===== src/rtl/spi_chain_pkg.sv =====
package spi_chain_pkg;

  // Serial pins as seen at one synchronizer stage.
  typedef struct packed {
    logic clk_l;
    logic sel_l;
    logic dat_l;
  } pin_bus_t;

  // Idle bus value: clock low, deselected, data low.
  localparam pin_bus_t PIN_IDLE = '{clk_l: 1'b0, sel_l: 1'b1, dat_l: 1'b0};

  // Events decoded from two adjacent synchronized samples.
  typedef struct packed {
    logic clk_rise;
    logic clk_fall;
    logic sel_start;
    logic sel_end;
    logic active;
    logic dat;
  } edge_set_t;

endpackage


===== src/rtl/spi_chain_sync.sv =====
module spi_chain_sync
  import spi_chain_pkg::*;
#(
  parameter int STAGES = 2
) (
  input  logic      clk,
  input  logic      rst,
  input  pin_bus_t  pins,
  output edge_set_t evt
);

  // One extra stage beyond the synchronizer gives the previous sample.
  localparam int DEPTH = STAGES + 1;

  pin_bus_t stage_q [DEPTH];

  always_ff @(posedge clk) begin
    if (rst) begin
      for (int i = 0; i < DEPTH; i++) stage_q[i] <= PIN_IDLE;
    end else begin
      stage_q[0] <= pins;
      for (int i = 1; i < DEPTH; i++) stage_q[i] <= stage_q[i-1];
    end
  end

  pin_bus_t now_s, prev_s;
  assign now_s  = stage_q[STAGES-1];
  assign prev_s = stage_q[STAGES];

  always_comb begin
    evt.clk_rise  =  now_s.clk_l & ~prev_s.clk_l;
    evt.clk_fall  = ~now_s.clk_l &  prev_s.clk_l;
    evt.sel_start = ~now_s.sel_l &  prev_s.sel_l;
    evt.sel_end   =  now_s.sel_l & ~prev_s.sel_l;
    evt.active    = ~now_s.sel_l;
    evt.dat       =  now_s.dat_l;
  end

endmodule


===== src/rtl/spi_chain_shifter.sv =====
module spi_chain_shifter #(
  parameter int WIDTH = 16
) (
  input  logic             clk,
  input  logic             rst,
  input  logic             load,
  input  logic             active,
  input  logic             clk_rise,
  input  logic             clk_fall,
  input  logic             dat,
  input  logic [WIDTH-1:0] stat_word,
  output logic [WIDTH-1:0] shift_q,
  output logic             out_q,
  output logic             oe_q
);

  localparam int TOP = WIDTH - 1;

  always_ff @(posedge clk) begin
    if (rst) begin
      shift_q <= '0;
      out_q   <= 1'b0;
      oe_q    <= 1'b0;
    end else begin
      oe_q <= active;
      if (load) begin
        shift_q <= stat_word;
        out_q   <= stat_word[TOP];
      end else if (active) begin
        if (clk_rise) shift_q <= {shift_q[TOP-1:0], dat};
        if (clk_fall) out_q   <= shift_q[TOP];
      end else begin
        out_q <= 1'b0;
      end
    end
  end

endmodule


===== src/rtl/spi_chain_cmd.sv =====
module spi_chain_cmd #(
  parameter int WIDTH = 16
) (
  input  logic             clk,
  input  logic             rst,
  input  logic             sel_end,
  input  logic [WIDTH-1:0] shift_q,
  output logic [WIDTH-1:0] cmd_q,
  output logic             strobe_q
);

  always_ff @(posedge clk) begin
    if (rst) begin
      cmd_q    <= '0;
      strobe_q <= 1'b0;
    end else begin
      strobe_q <= sel_end;
      if (sel_end) cmd_q <= shift_q;
    end
  end

endmodule


===== src/rtl/spi_chain_slave.sv =====
module spi_chain_slave
  import spi_chain_pkg::*;
#(
  parameter int WIDTH       = 16,
  parameter int SYNC_STAGES = 2
) (
  input  logic             clk,
  input  logic             rst,
  input  logic             ser_clk,
  input  logic             sel_n,
  input  logic             ser_in,
  output logic             ser_out,
  output logic             ser_out_en,
  input  logic [WIDTH-1:0] stat_word,
  output logic [WIDTH-1:0] cmd_word,
  output logic             cmd_strobe
);

  pin_bus_t         pins;
  edge_set_t        evt;
  logic [WIDTH-1:0] shift_q;

  assign pins = '{clk_l: ser_clk, sel_l: sel_n, dat_l: ser_in};

  spi_chain_sync #(.STAGES(SYNC_STAGES)) u_sync (
    .clk  (clk),
    .rst  (rst),
    .pins (pins),
    .evt  (evt)
  );

  spi_chain_shifter #(.WIDTH(WIDTH)) u_shift (
    .clk       (clk),
    .rst       (rst),
    .load      (evt.sel_start),
    .active    (evt.active),
    .clk_rise  (evt.clk_rise),
    .clk_fall  (evt.clk_fall),
    .dat       (evt.dat),
    .stat_word (stat_word),
    .shift_q   (shift_q),
    .out_q     (ser_out),
    .oe_q      (ser_out_en)
  );

  spi_chain_cmd #(.WIDTH(WIDTH)) u_cmd (
    .clk      (clk),
    .rst      (rst),
    .sel_end  (evt.sel_end),
    .shift_q  (shift_q),
    .cmd_q    (cmd_word),
    .strobe_q (cmd_strobe)
  );

endmodule


===== config.mk =====
export PLATFORM = sky130hd
export DESIGN_NAME = spi_chain_slave
export DESIGN_NICKNAME = d
export VERILOG_FILES = /design/src/rtl/spi_chain_pkg.sv /design/src/rtl/spi_chain_sync.sv /design/src/rtl/spi_chain_shifter.sv /design/src/rtl/spi_chain_cmd.sv /design/src/rtl/spi_chain_slave.sv
export SDC_FILE = /design/constraint.sdc
export NUM_CORES = 1
export LEC_CHECK = 0
export BUFFER_PORTS_ARGS = -buffer_cell sky130_fd_sc_hd__buf_2
export CORE_MARGIN = 4
export CORE_UTILIZATION = 40
export DETAILED_ROUTE_END_ITERATION = 16
export GPL_ROUTABILITY_DRIVEN = 0
export HOLD_SLACK_MARGIN = 0.02
export PLACE_DENSITY_LB_ADDON = 0.12
export SETUP_SLACK_MARGIN = 0.2
export SKIP_LAST_GASP = 1
export SLEW_MARGIN = 15
export SYNTH_ARGS = -nofsm -noshare
export SYNTH_HDL_FRONTEND = slang
export SYNTH_SLANG_ARGS = --single-unit

===== constraint.sdc =====
create_clock -name clk -period 2 [get_ports clk]
set_input_delay 0.4 -clock clk [delete_from_list [all_inputs] [get_ports clk]]
set_output_delay 0.4 -clock clk [all_outputs]
set_load 0.01 [all_outputs]

==> results.ini <==
[run_status]
status = completed

[power_and_ir_drop]
swShare_pct = 21.9
pwr-share-comb_pct = 6.0
intPower_mw = 1.19
powerDensity_mw_per_mm2 = 821
vdd_drop_max_mv = 0.429
leakagePower_nw = 0.763
pwr-share-clk_pct = 35.5
seqPwrFrac_pct = 58.5
p_sw_mw = 0.335

[cells_and_area]
stdcell_area_mm2 = 0.00186
fillerInstances = 385
finish.net_count = 218
final_cell_mix = 43 x dfxtp_1, 39 x buf_2, 32 x nand2_1, 16 x a21oi_1
diodes = 0
syn2layout_area_growth_pct = 17.8
final_common_cell = dfxtp_1
drive_above_1_share_pct = 28.4

[clock_tree]
post-cts-setup-buffer-count = 0
cts_num_sinks = 43
postCtsHoldBufs = 0
cts_buffer_depth = 2
clk_latency_ns = 0.29
clk_pin_slew_ns = 0.07
clock-root-buffer = clkbuf_8
htreeDepth = 2
tritoncts = yes
cts_buffers = 5

[sta]
worst_pin_slew_ns = 0.975
fin_setup_tns_ns = 0
hold_viol_final = 0
clock.fmax_mhz = 617
relSlewSlack_pct = 34.6
fin_crit_ns = 1.62
rsz0062_at_grt = false
finalSetupViolCount = 0
final-max-slew-violation-count = 0
fin_crit_sh_pct = 81.0
fin_skew_ns = 0.00374

[drt]
drt_iter0_markers = 42
vias = 1242
avgViaCountPerCell = 5.07
dr.pass1.iters = 4
drc_errors = 0
wirelength_um = 3350
routedWlPerCell_um = 13.7
ant_nets = 0

[worst_setup_path]
r2r-end = u_shift.shift_q[13]
cp_max_fo = 13
r2r_start = u_sync.stage_q[0][7]
worst_setup_path_start_kind = register
arrival_ns = 1.83
worstSetupPathType = reg2reg
end_kind = register
required_ns = 2.21
r2r_slack_ns = 0.38
worstRegToRegCells = 4

[min_path]
hold_start = sel_n
hold_class = in2reg
hold_depth = 2
holdPathEnd = u_sync.stage_q[0][1]

[grt]
grt_pass1_wl_um = 5690
grtUsageMet1_pct = 17.4
busiest_layer = met2
use_met2_pct = 23.2
use_met3_pct = 4.83
antenna_found_initial = 0
grt_pass1_vias = 1241
grt_max_degree = 30
grt_remaining_overflow = 0
grtUsageTotal_pct = 14.2

[floorplan]
die_width_um = 70.8
rows = 22
start_util_pct = 42.2
boundaryPins = 40
die_h_um = 70.8
die_area_mm2 = 0.00502
coreArea_mm2 = 0.00374

[logic_synthesis]
ys_warn_count = 0
yosys_register_bits = 43
avgSynthCellArea_um2 = 9.75
syn_area_mm2 = 0.00158
ys_seq_area_share_pct = 54.5
syn_inst = 162
ys_types = 22
syn_nets = 183

[placed_design]
placed_cell_area_mm2 = 0.00177
numPortBuffers = 39
dp_hpwl_um = 2270

[flow_run]
drv_cap = 0

## power groups by stage
stage	sequential [mW]	clock, mW	combinational [mW]
after floorplan	0.910	0	0.0616
after global placement	0.913	0	0.0899
after detailed placement	0.913	0	0.0923
after CTS	0.894	0.565	0.0924
after global routing	0.897	0.606	0.102
final	0.894	0.542	0.0909
## through the flow
step | total power, mW | instances | setup WS [ns] | hold WS (ns) | utilization (%)
final | 1.53 | 245 | 0.380 | 0.294 | 49.7
after global routing | 1.61 | 245 | 0.240 | 0.294 | 49.7
after CTS | 1.55 | 245 | 0.290 | 0.286 | 49.6
after detailed placement | 1.01 | 238 | 0.309 | 0.403 | 47.3
after global placement | 1.00 | 238 | 0.365 | 0.405 | 47.3
after floorplan | 0.971 | 162 | 0.776 | 0.389 | -
## flip-flops by register name, indices dropped and copies added (netlist names)
name,count
u_sync.stage_q,8
u_cmd.strobe_q,1
u_shift.shift_q,16
u_shift.out_q,1
u_shift.oe_q,1
u_cmd.cmd_q,16
## cell families after synthesis
kind of cell,count (synthesis),synth area share [%]
AND/OR/NAND/NOR,54,16.6
flip-flops,43,54.5
buffers and inverters,14,5.23
multiplexers,4,2.54
AO/OA/AOI/OAI,47,21.2
## how the worst max path moves through the flow
| stage | start | endpoint | slack [ns] | cells after the start |
|---|---|---|---|---|
| 2_1_floorplan | u_sync.stage_q[0][4] | u_shift.shift_q[12] | 0.78 | 4 |
| 3_3_place_gp | u_sync.stage_q[0][7] | u_cmd.cmd_q[11] | 0.37 | 3 |
| 5_1_grt | u_sync.stage_q[0][7] | u_shift.shift_q[13] | 0.24 | 2 |
| 6_report | u_sync.stage_q[0][7] | u_shift.shift_q[13] | 0.38 | 4 |
| 3_5_place_dp | u_sync.stage_q[0][7] | u_cmd.cmd_q[7] | 0.31 | 3 |
| 4_1_cts | u_sync.stage_q[0][7] | u_cmd.cmd_q[7] | 0.29 | 3 |
## layout make-up
class	instances	area (um2)	area share [%]
Sequential cell	43	861	46.3
Multi-Input combinational cell	105	638	34.3
Timing Repair Buffer	41	210	11.3
Clock buffer	6	82.6	4.44
Tap cell	48	60.1	3.23
Clock inverter	1	5.00	0.269
Inverter	1	3.75	0.202
## layer usage
metal	wire, um	share of wire, %	vias to the layer above
met1	1570	47	577
met5	0	0	-
li1	-	-	627
met4	48	1.4	0
met3	219	6.5	6
met2	1510	45	32
## cell usage after synthesis
| master | count | share of area [%] |
|---|---|---|
| o31ai_1 | 1 | 0.48 |
| mux2i_1 | 4 | 2.5 |
| buf_4 | 4 | 1.9 |
| nor2b_1 | 7 | 2.8 |
| nand2_1 | 32 | 7.6 |
| dfxtp_1 | 43 | 55 |
| nor2_2 | 1 | 0.40 |
| inv_2 | 1 | 0.24 |
| buf_2 | 6 | 1.9 |
| a22oi_1 | 13 | 6.2 |
| or3b_1 | 1 | 0.55 |
| a21oi_1 | 16 | 5.1 |
| nor3b_4 | 1 | 1.2 |
| buf_6 | 1 | 0.71 |
| o31ai_2 | 1 | 0.79 |
| nor2_1 | 4 | 0.95 |
| buf_1 | 2 | 0.48 |
| nand3_1 | 1 | 0.32 |
| nand2b_1 | 4 | 1.6 |
| o2bb2ai_1 | 13 | 7.2 |
| or2_2 | 3 | 1.2 |
| a211oi_1 | 3 | 1.4 |
## worst max-delay path, stage by stage (launching register included)
cell,delay [ns]
dfxtp_1,0.45
buf_4,0.25
nor3b_4,0.52
a22oi_1,0.13
o2bb2ai_1,0.19
## repair_timing
action,4_1_cts,5_1_grt
resized for setup,0,1
setup endpoints to repair,0,16
hold endpoints to repair,0,0
(Power assumes the default switching activity.)
